<file path="src/rtl/r5_pkg.sv">
// Package r5_pkg
// Shared types for the rotating-parity small-write controller.
// Assumes: nothing beyond IEEE 1800-2017.
package r5_pkg;

    // Sequencer steps of one read-modify-write
    typedef enum logic [2:0] {
        ST_IDLE   = 3'd0,
        ST_RD_OLD = 3'd1,
        ST_WT_OLD = 3'd2,
        ST_RD_PAR = 3'd3,
        ST_WT_PAR = 3'd4,
        ST_WR_DAT = 3'd5,
        ST_WR_PAR = 3'd6
    } seq_state_t;

endpackage

</file>
<file path="src/rtl/r5_addr_map.sv">
// Module r5_addr_map
// Purely combinational mapping of a logical block number to stripe,
// data disk and parity disk. Parity sits on the last disk for stripe 0
// and moves one disk left per stripe, wrapping every NUM_DISKS stripes.
// Assumes: NUM_DISKS >= 3.
module r5_addr_map #(
    parameter int NUM_DISKS = 5,
    parameter int LBA_W     = 16,
    localparam int DW       = $clog2(NUM_DISKS)
) (
    input  logic [LBA_W-1:0] lba,
    output logic [LBA_W-1:0] stripe,
    output logic [DW-1:0]    data_disk,
    output logic [DW-1:0]    par_disk
);

    localparam logic [LBA_W-1:0] DATA_COLS = LBA_W'(NUM_DISKS - 1);
    localparam logic [LBA_W-1:0] ALL_COLS  = LBA_W'(NUM_DISKS);

    logic [LBA_W-1:0] par_wide;
    logic [LBA_W-1:0] col_wide;

    // Stripe is the quotient over the data columns per stripe
    assign stripe = lba / DATA_COLS;

    // Column index within the stripe, before skipping the parity disk
    assign col_wide = lba % DATA_COLS;

    // Parity rotates right-to-left with the stripe number
    assign par_wide = DATA_COLS - (stripe % ALL_COLS);

    // Data columns at or beyond the parity disk shift one to the right
    always_comb begin
        if (col_wide < par_wide) begin
            data_disk = DW'(col_wide);
        end else begin
            data_disk = DW'(col_wide + LBA_W'(1));
        end
    end

    assign par_disk = DW'(par_wide);

endmodule

</file>
<file path="src/rtl/r5_seq_fsm.sv">
// Module r5_seq_fsm
// Four-step read-modify-write sequencer: read old data, read old parity,
// write new data, write new parity. One disk command outstanding at a
// time; read returns are only taken in the two wait states.
// Assumes: rd_valid for a read arrives no earlier than the cycle after
// that read's command handshake.
module r5_seq_fsm
    import r5_pkg::*;
(
    input  logic clk,
    input  logic rst_n,
    input  logic req_valid,
    input  logic cmd_ready,
    input  logic rd_valid,
    output logic cmd_valid,
    output logic cmd_write,
    output logic cmd_par,
    output logic capture,
    output logic fold,
    output logic busy,
    output logic done
);

    seq_state_t state_q, state_d;
    logic       done_q;

    // Next-state selection for the sequencer
    always_comb begin
        state_d = state_q;
        unique case (state_q)
            ST_IDLE:   if (req_valid) state_d = ST_RD_OLD;
            ST_RD_OLD: if (cmd_ready) state_d = ST_WT_OLD;
            ST_WT_OLD: if (rd_valid)  state_d = ST_RD_PAR;
            ST_RD_PAR: if (cmd_ready) state_d = ST_WT_PAR;
            ST_WT_PAR: if (rd_valid)  state_d = ST_WR_DAT;
            ST_WR_DAT: if (cmd_ready) state_d = ST_WR_PAR;
            ST_WR_PAR: if (cmd_ready) state_d = ST_IDLE;
            default:                  state_d = ST_IDLE;
        endcase
    end

    // State and completion registers
    always_ff @(posedge clk) begin
        if (!rst_n) begin
            state_q <= ST_IDLE;
            done_q  <= 1'b0;
        end else begin
            state_q <= state_d;
            done_q  <= (state_q == ST_WR_PAR) && cmd_ready;
        end
    end

    // Command-phase decode from the current state
    always_comb begin
        cmd_valid = 1'b0;
        cmd_write = 1'b0;
        cmd_par   = 1'b0;
        unique case (state_q)
            ST_RD_OLD: begin cmd_valid = 1'b1; end
            ST_RD_PAR: begin cmd_valid = 1'b1; cmd_par = 1'b1; end
            ST_WR_DAT: begin cmd_valid = 1'b1; cmd_write = 1'b1; end
            ST_WR_PAR: begin cmd_valid = 1'b1; cmd_write = 1'b1; cmd_par = 1'b1; end
            default:   begin cmd_valid = 1'b0; end
        endcase
    end

    assign busy    = (state_q != ST_IDLE);
    assign capture = (state_q == ST_IDLE) && req_valid;
    assign fold    = ((state_q == ST_WT_OLD) || (state_q == ST_WT_PAR)) && rd_valid;
    assign done    = done_q;

endmodule

</file>
<file path="src/rtl/r5_parity_acc.sv">
// Module r5_parity_acc
// Holds the new block and an XOR accumulator seeded with it; each read
// return folded in leaves new ^ old ^ parity after both reads.
// Assumes: capture and fold are never high together.
module r5_parity_acc #(
    parameter int BLK_W = 32
) (
    input  logic             clk,
    input  logic             rst_n,
    input  logic             capture,
    input  logic             fold,
    input  logic [BLK_W-1:0] new_in,
    input  logic [BLK_W-1:0] rd_in,
    output logic [BLK_W-1:0] new_blk,
    output logic [BLK_W-1:0] par_blk
);

    logic [BLK_W-1:0] new_q;
    logic [BLK_W-1:0] acc_q;

    // Latch new data and run the XOR accumulation
    always_ff @(posedge clk) begin
        if (!rst_n) begin
            new_q <= '0;
            acc_q <= '0;
        end else if (capture) begin
            new_q <= new_in;
            acc_q <= new_in;
        end else if (fold) begin
            acc_q <= acc_q ^ rd_in;
        end
    end

    assign new_blk = new_q;
    assign par_blk = acc_q;

endmodule

</file>
<file path="src/rtl/r5_small_write_ctrl.sv">
// Module r5_small_write_ctrl
// Top of the rotating-parity small-write controller. Maps the request,
// latches the mapping, sequences four disk operations and steers the
// command fields from the mapping and the parity accumulator.
// Assumes: one request in flight; the disk side returns each read once.
module r5_small_write_ctrl #(
    parameter int NUM_DISKS = 5,
    parameter int LBA_W     = 16,
    parameter int BLK_W     = 32
) (
    input  logic                         clk,
    input  logic                         rst_n,
    input  logic                         req_valid,
    output logic                         req_ready,
    input  logic [LBA_W-1:0]             req_lba,
    input  logic [BLK_W-1:0]             req_data,
    output logic                         busy,
    output logic                         done,
    output logic                         dk_valid,
    input  logic                         dk_ready,
    output logic [$clog2(NUM_DISKS)-1:0] dk_disk,
    output logic [LBA_W-1:0]             dk_stripe,
    output logic                         dk_write,
    output logic [BLK_W-1:0]             dk_wdata,
    input  logic                         rd_valid,
    input  logic [BLK_W-1:0]             rd_data
);

    localparam int DW = $clog2(NUM_DISKS);

    logic [LBA_W-1:0] map_stripe;
    logic [DW-1:0]    map_ddisk;
    logic [DW-1:0]    map_pdisk;
    logic [LBA_W-1:0] stripe_q;
    logic [DW-1:0]    ddisk_q;
    logic [DW-1:0]    pdisk_q;
    logic             capture;
    logic             fold;
    logic             cmd_par;
    logic             seq_busy;
    logic [BLK_W-1:0] new_blk;
    logic [BLK_W-1:0] par_blk;

    r5_addr_map #(
        .NUM_DISKS (NUM_DISKS),
        .LBA_W     (LBA_W)
    ) map_i (
        .lba       (req_lba),
        .stripe    (map_stripe),
        .data_disk (map_ddisk),
        .par_disk  (map_pdisk)
    );

    r5_seq_fsm seq_i (
        .clk       (clk),
        .rst_n     (rst_n),
        .req_valid (req_valid),
        .cmd_ready (dk_ready),
        .rd_valid  (rd_valid),
        .cmd_valid (dk_valid),
        .cmd_write (dk_write),
        .cmd_par   (cmd_par),
        .capture   (capture),
        .fold      (fold),
        .busy      (seq_busy),
        .done      (done)
    );

    r5_parity_acc #(
        .BLK_W (BLK_W)
    ) acc_i (
        .clk     (clk),
        .rst_n   (rst_n),
        .capture (capture),
        .fold    (fold),
        .new_in  (req_data),
        .rd_in   (rd_data),
        .new_blk (new_blk),
        .par_blk (par_blk)
    );

    // Hold the mapping of the accepted request for all four operations
    always_ff @(posedge clk) begin
        if (!rst_n) begin
            stripe_q <= '0;
            ddisk_q  <= '0;
            pdisk_q  <= '0;
        end else if (capture) begin
            stripe_q <= map_stripe;
            ddisk_q  <= map_ddisk;
            pdisk_q  <= map_pdisk;
        end
    end

    // Steer disk and data by whether the step targets parity
    always_comb begin
        dk_disk  = cmd_par ? pdisk_q : ddisk_q;
        dk_wdata = cmd_par ? par_blk : new_blk;
    end

    assign dk_stripe = stripe_q;
    assign busy      = seq_busy;
    assign req_ready = !seq_busy;

endmodule

</file>
<file path="config.mk">
export PLATFORM = sky130hd
export DESIGN_NAME = r5_small_write_ctrl
export DESIGN_NICKNAME = d
export VERILOG_FILES = /design/src/rtl/r5_pkg.sv /design/src/rtl/r5_addr_map.sv /design/src/rtl/r5_seq_fsm.sv /design/src/rtl/r5_parity_acc.sv /design/src/rtl/r5_small_write_ctrl.sv
export SDC_FILE = /design/constraint.sdc
export NUM_CORES = 1
export LEC_CHECK = 0
export ABC_AREA = 1
export BUFFER_PORTS_ARGS = -buffer_cell sky130_fd_sc_hd__buf_2
export CORE_MARGIN = 3
export CORE_UTILIZATION = 50
export DETAILED_ROUTE_END_ITERATION = 16
export MAX_ROUTING_LAYER = met4
export PLACE_DENSITY = 0.78
export SYNTH_ARGS = -nofsm -noshare
export SYNTH_HDL_FRONTEND = slang
export SYNTH_HIERARCHICAL = 1
export SYNTH_SLANG_ARGS = --single-unit
</file>
<file path="constraint.sdc">
create_clock -name clk -period 5.9 [get_ports clk]
set_input_delay 0.59 -clock clk [delete_from_list [all_inputs] [get_ports clk]]
set_output_delay 0.59 -clock clk [all_outputs]
set_load 0.05 [all_outputs]
</file>
# Yosys cells after proc, flatten, opt, wreduce, memory -nomap -nowiden
# Index checks and enable logic that the tools add are counted.
# op_classes
n_addsub	2
div	1
n_lt_le_gt_ge	1
n_eq_ne	13
muxes	16
bitwise	1
reduce_logical	12
# ops
operator	n
2-to-1 mux 32 bit	3
bitwise XOR 32 bit	1
2-to-1 mux 3 bit	9
case mux 3 bit (7 select lines)	1
< comparator 2 x 16 -> 1 bit	1
remainder unit 14 x 3 -> 16 bit (second input constant)	1
subtractor 3 x 16 -> 16 bit (first input constant)	1
!= test 2 bit (second input constant)	7
== test 3 bit (second input constant)	3
AND reduction 7 bit	1
== test 3 x 2 -> 1 bit (second input constant)	2
OR reduction 2 bit	2
OR reduction 4 bit	1
adder 2 x 1 -> 3 bit (second input constant)	1
== test 3 x 1 -> 1 bit (second input constant)	1
logical AND 1 bit	3
zero test 3 bit	1
2-to-1 mux 1 bit	3
nonzero test 3 bit	1
nonzero test 2 bit	1
zero test 1 bit	1
logical OR 1 bit	1
# word_totals
regBits	88
inputBits	85
output_inout_bits	56
elab_cells	53

# Longest topological paths before layout
# depth
depth_word	5
depth_mapped	72
depth_no_buf	72

# Cells and area by module
# Netlist, hierarchy kept.
# by_module_without_submodules
mod	n_inst	cells_each	area_each_um2	seq_area_each_um2
r5_parity_acc	1	472	2971.6	1281.2
r5_addr_map	1	283	1627.8	0.0
r5_small_write_ctrl	1	253	1430.1	440.4
r5_seq_fsm	1	48	284.0	80.1

# Worst setup path before layout
# No wires, ideal clock.
# synth_timing
path_kind	input port to flip-flop
startpoint	in req_lba[13]
endpoint	reg ddisk_q[0]
setup_time_ns	0.113
arrival_time_ns	5.648
required_ns	5.787
setup_slack_ns	0.139
path_stages	66
n_path_buf	0
cell_sequence	nor2_1 -> nand2_1 -> nand2_1 -> clkinv_1 -> nand3_2 -> nand3_2 -> nand2_2 -> nand2_2 -> nand2_1 -> nand2_2 -> inv_2 -> nand2_4 -> nand2_4 -> nand2_2 -> nand2_2 -> inv_4 -> nand2_4 -> nand2_4 -> (+30 left out) -> nand2_2 -> nor2_4 -> nand2_2 -> nand2_2 -> xor2_1 -> inv_1 -> ha_1 -> inv_1 -> ha_1 -> a21oi_2 -> nor2_2 -> nand2_2 -> nand2_1 -> nand2_1 -> inv_1 -> nand2_1 -> nand2_1 -> nor2_1
# synth_between
elab_chain_cells	4
# synth_lines
item	line	text
from (decl)	r5_small_write_ctrl.sv:15	input logic [LBA_W-1:0] req_lba,
remainder unit 14 x 3 -> 16 bit	r5_addr_map.sv:30	assign par_wide = DATA_COLS - (stripe % ALL_COLS);
subtractor 3 x 16 -> 16 bit	r5_addr_map.sv:30	
named net map_pdisk[1]	r5_small_write_ctrl.sv:33	logic [DW-1:0] map_pdisk;
< comparator 2 x 16 -> 1 bit	r5_addr_map.sv:34	if (col_wide < par_wide) begin
2-to-1 mux 3 bit	r5_addr_map.sv:34	
named net map_ddisk[0]	r5_small_write_ctrl.sv:32	logic [DW-1:0] map_ddisk;
to (signal assigned)	r5_small_write_ctrl.sv:90	ddisk_q <= map_ddisk;
to (decl)	r5_small_write_ctrl.sv:35	logic [DW-1:0] ddisk_q;
# The timed path passes the listed nets, and every way through them passes these cells.
# A chain may end at the register's enable or synchronous reset.

# Final worst setup path
# layout_timing
startpoint	in req_lba[13]
endpoint	reg ddisk_q[1]
# Same word-level chain as after synthesis.

==> results.py <==
metrics = {
    "run_status": {
        "status": "finished, violations left",
        "violations": "setup timing",
    },
    "synth": {
        "ys_types": 34,
        "synth_cells": 1056,
        "async_flop_share": 0,
        "synth_flop_cell": "dfxtp_1",
        "syn_area_mm2": 0.00631,
        "synth_edf_count": 0,
        "yosysMostFrequentCell": "nand2_1",
        "yosys.area.top_type": "dfxtp_1",
        "synth_seq_cells": 90,
        "synth_common_cells": "nand2_1, inv_1, a21oi_1",
        "synth.yosys.seq_area_share": 0.285,
        "yosys_warnings": 6,
        "synthDominantCellAreaShare": 0.285,
        "syn_avg_cell_area_um2": 5.98,
        "synthTopCellsByArea": "dfxtp_1, nand2_1, inv_1",
    },
    "grt": {
        "antenna_found_initial": 0,
        "grt_overflow": 0,
        "grt_max_degree": 71,
        "grt_pass1_vias": 5882,
        "grt.total_usage": 0.223,
        "grt_pass1_wl_mm": 25.7,
    },
    "floorplan": {
        "core_area_mm2": 0.0122,
        "die_w_um": 118,
        "die_h_um": 118,
        "pin_count": 141,
        "die_area_mm2": 0.0140,
        "initial_core_util": 0.519,
        "row_count": 40,
    },
    "finish": {
        "layout.nets": 1307,
        "fin_util": 0.656,
        "synthToLayoutAreaGrowth_pct": 26.3,
        "final_cells": 1389,
        "fillers": 1114,
        "antenna_cells": 0,
        "drive_above_1_share": 0.296,
    },
    "drt": {
        "dr.first_iter.drc_count": 411,
        "drt_wl_total_mm": 15.7,
        "dr_total_vias": 6598,
        "avgViaCountPerCell": 4.75,
        "drc": 0,
        "drtAntennaViolNets": 0,
        "wl_per_cell_um": 11.3,
        "firstDrtPassIters": 6,
    },
    "clocking": {
        "cts_hold_buf": 0,
        "clock-root-buffer": "clkbuf_16",
        "cts_tree": "done",
        "clkLatencyLatePin_ns": 0.34,
        "path_clk_slew_ns": 0.06,
        "clk_path_buf_depth": 2,
        "cts_inserted_buffers": 9,
        "clock-sinks": 90,
        "htreeDepth": 3,
    },
    "power_and_ir_drop": {
        "max-vdd-ir-drop_mv": 0.595,
        "powerDensity_mw_per_mm2": 656,
        "p_leak_nw": 4.29,
        "power_mw": 5.23,
    },
    "sta": {
        "drv_slew": 0,
        "clock_skew_ns": 0.00278,
        "max_slew.worst_pin.slew_ns": 1.10,
        "fin_crit_sh": 1.01,
        "rsz0062_at_grt": "yes",
        "setup_viol": 3,
        "maxSlewHeadroom": 0.264,
        "finalHoldViolCount": 0,
        "fmax_ghz": 0.167,
        "period_minus_slack_ns": 5.98,
        "holdWs_ns": 0.461,
        "setup_slack_ns": -0.0781,
    },
    "setup_path": {
        "critPathSlowestCell": "ha_4",
        "cp_common_cell": "nand2_2",
        "start_kind": "primary input",
        "r2r-end": "acc_i/new_blk[24]",
        "worstReg2RegStart": "seq_i/state_q[0]",
        "r2r_setup_slack_ns": 3.20,
        "slowest_delay_ns": 0.27,
        "cp.required_ns": 6.13,
        "critical_path_class": "primary input to flip-flop",
        "cp.arrival_ns": 6.21,
        "critPathMaxFanout": 6,
        "worst_r2r_path_depth": 6,
        "endpoint_kind": "flip-flop",
    },
    "hold_path": {
        "min_to": "acc_i/new_blk[27]",
        "hold_depth": 2,
        "min_path_type": "flip-flop to flip-flop",
        "min_from": "acc_i/new_blk[27]",
    },
    "placement": {
        "place.gp.congestion": 0.818,
        "dpl.cell_count": 1351,
        "portBuffers": 140,
        "dp_hpwl_mm": 10.5,
    },
    "job": {
        "max_cap_violations": 0,
    },
}
metrics by stage:
step / TNS (ns) / cell area (µm²) / worst slack, ns
5_1_grt: -1.71 / 7970 / -0.580
6_report: -0.192 / 7970 / -0.0781
2_1_floorplan: 0 / 6320 / 0.139
3_5_place_dp: -1.20 / 7170 / -0.416
4_1_cts: 0 / 7700 / 0.00621
3_3_place_gp: -0.428 / 7170 / -0.149
layout by cell type, fill, tap and decap left out, drive strengths merged:
master | netlist | routed
bufinv | 0 | 1
a21o | 1 | 1
xor2 | 2 | 2
o21ai | 47 | 47
nor3 | 1 | 1
conb | 1 | 2
ha | 5 | 5
buf | 44 | 199
and2 | 1 | 1
a21oi | 105 | 105
o211ai | 2 | 2
nand3b | 1 | 1
dfxtp | 90 | 90
clkinvlp | 0 | 1
inv | 210 | 211
clkinv | 4 | 6
nor2 | 61 | 61
clkbuf | 6 | 10
nand3 | 67 | 67
o21a | 1 | 1
nand2 | 403 | 403
nand4 | 4 | 4
metal layers:
metal | routed length [µm] | global-route usage | up-vias
met5 | 0 | - | -
met4 | 352 | 0.0876 | 0
met3 | 722 | 0.0311 | 25
met2 | 7640 | 0.379 | 168
met1 | 6960 | 0.268 | 2903
li1 | - | - | 3502
worst max-delay path, delay by kind of cell:
family / cells / cell delay [ns]
xor gates and xnor gates: 1 / 0.16
buffers and inverters: 13 / 0.77
adders and majority gates: 3 / 0.67
AOI/OAI and AO/OA: 1 / 0.04
and+or+nand+nor: 51 / 3.97
cells by family (layout without fill, tap and decap cells):
| family | after synthesis | in the layout | share of synthesized area |
|---|---|---|---|
| and+or+nand+nor | 538 | 538 | 0.387 |
| buffers and inverters | 264 | 428 | 0.183 |
| AOI/OAI and AO/OA | 156 | 156 | 0.131 |
| DFF | 90 | 90 | 0.285 |
| adders and majority gates | 5 | 5 | 0.00991 |
| xor gates and xnor gates | 2 | 2 | 0.00277 |
| other | 1 | 2 | 0.000594 |
registers in the layout, indices dropped and copies added (netlist names):
signal         flops
dk_stripe         16
acc_i/par_blk     32
seq_i/state_q      3
pdisk_q            3
seq_i/done         1
ddisk_q            3
acc_i/new_blk     32
repair_timing:
item	in CTS	in global routing
setup buffers	15	8
endpoints found under the setup margin	3	5
pin swaps	34	53
gates resized for setup	35	53
worst max-delay path by stage:
stage / start / endpoint / slack [ns]
final: req_lba[13] / ddisk_q[1] / -0.08
after detailed placement: req_lba[13] / ddisk_q[1] / -0.42
after CTS: req_lba[14] / ddisk_q[1] / 0.006
after global routing: req_lba[13] / ddisk_q[1] / -0.58
after global placement: req_lba[13] / ddisk_q[1] / -0.15
after floorplan: req_lba[13] / ddisk_q[0] / 0.14
final cells by class:
class	instances	area, µm²	area share
Multi-Input combinational cell	703	3690	0.463
Sequential cell	90	1800	0.226
Timing Repair Buffer	199	1170	0.147
Inverter	214	816	0.102
Clock buffer	10	229	0.0287
Tap cell	168	210	0.0264
Clock inverter	5	56.3	0.00706
report_power, final:
| group | internal [mW] | switching [mW] | total (mW) |
|---|---|---|---|
| clock | 0.325 | 0.239 | 0.565 |
| combinational | 1.46 | 2.32 | 3.78 |
| sequential | 0.771 | 0.113 | 0.884 |
| total | 2.55 | 2.68 | 5.23 |
(Power assumes the default switching activity.)
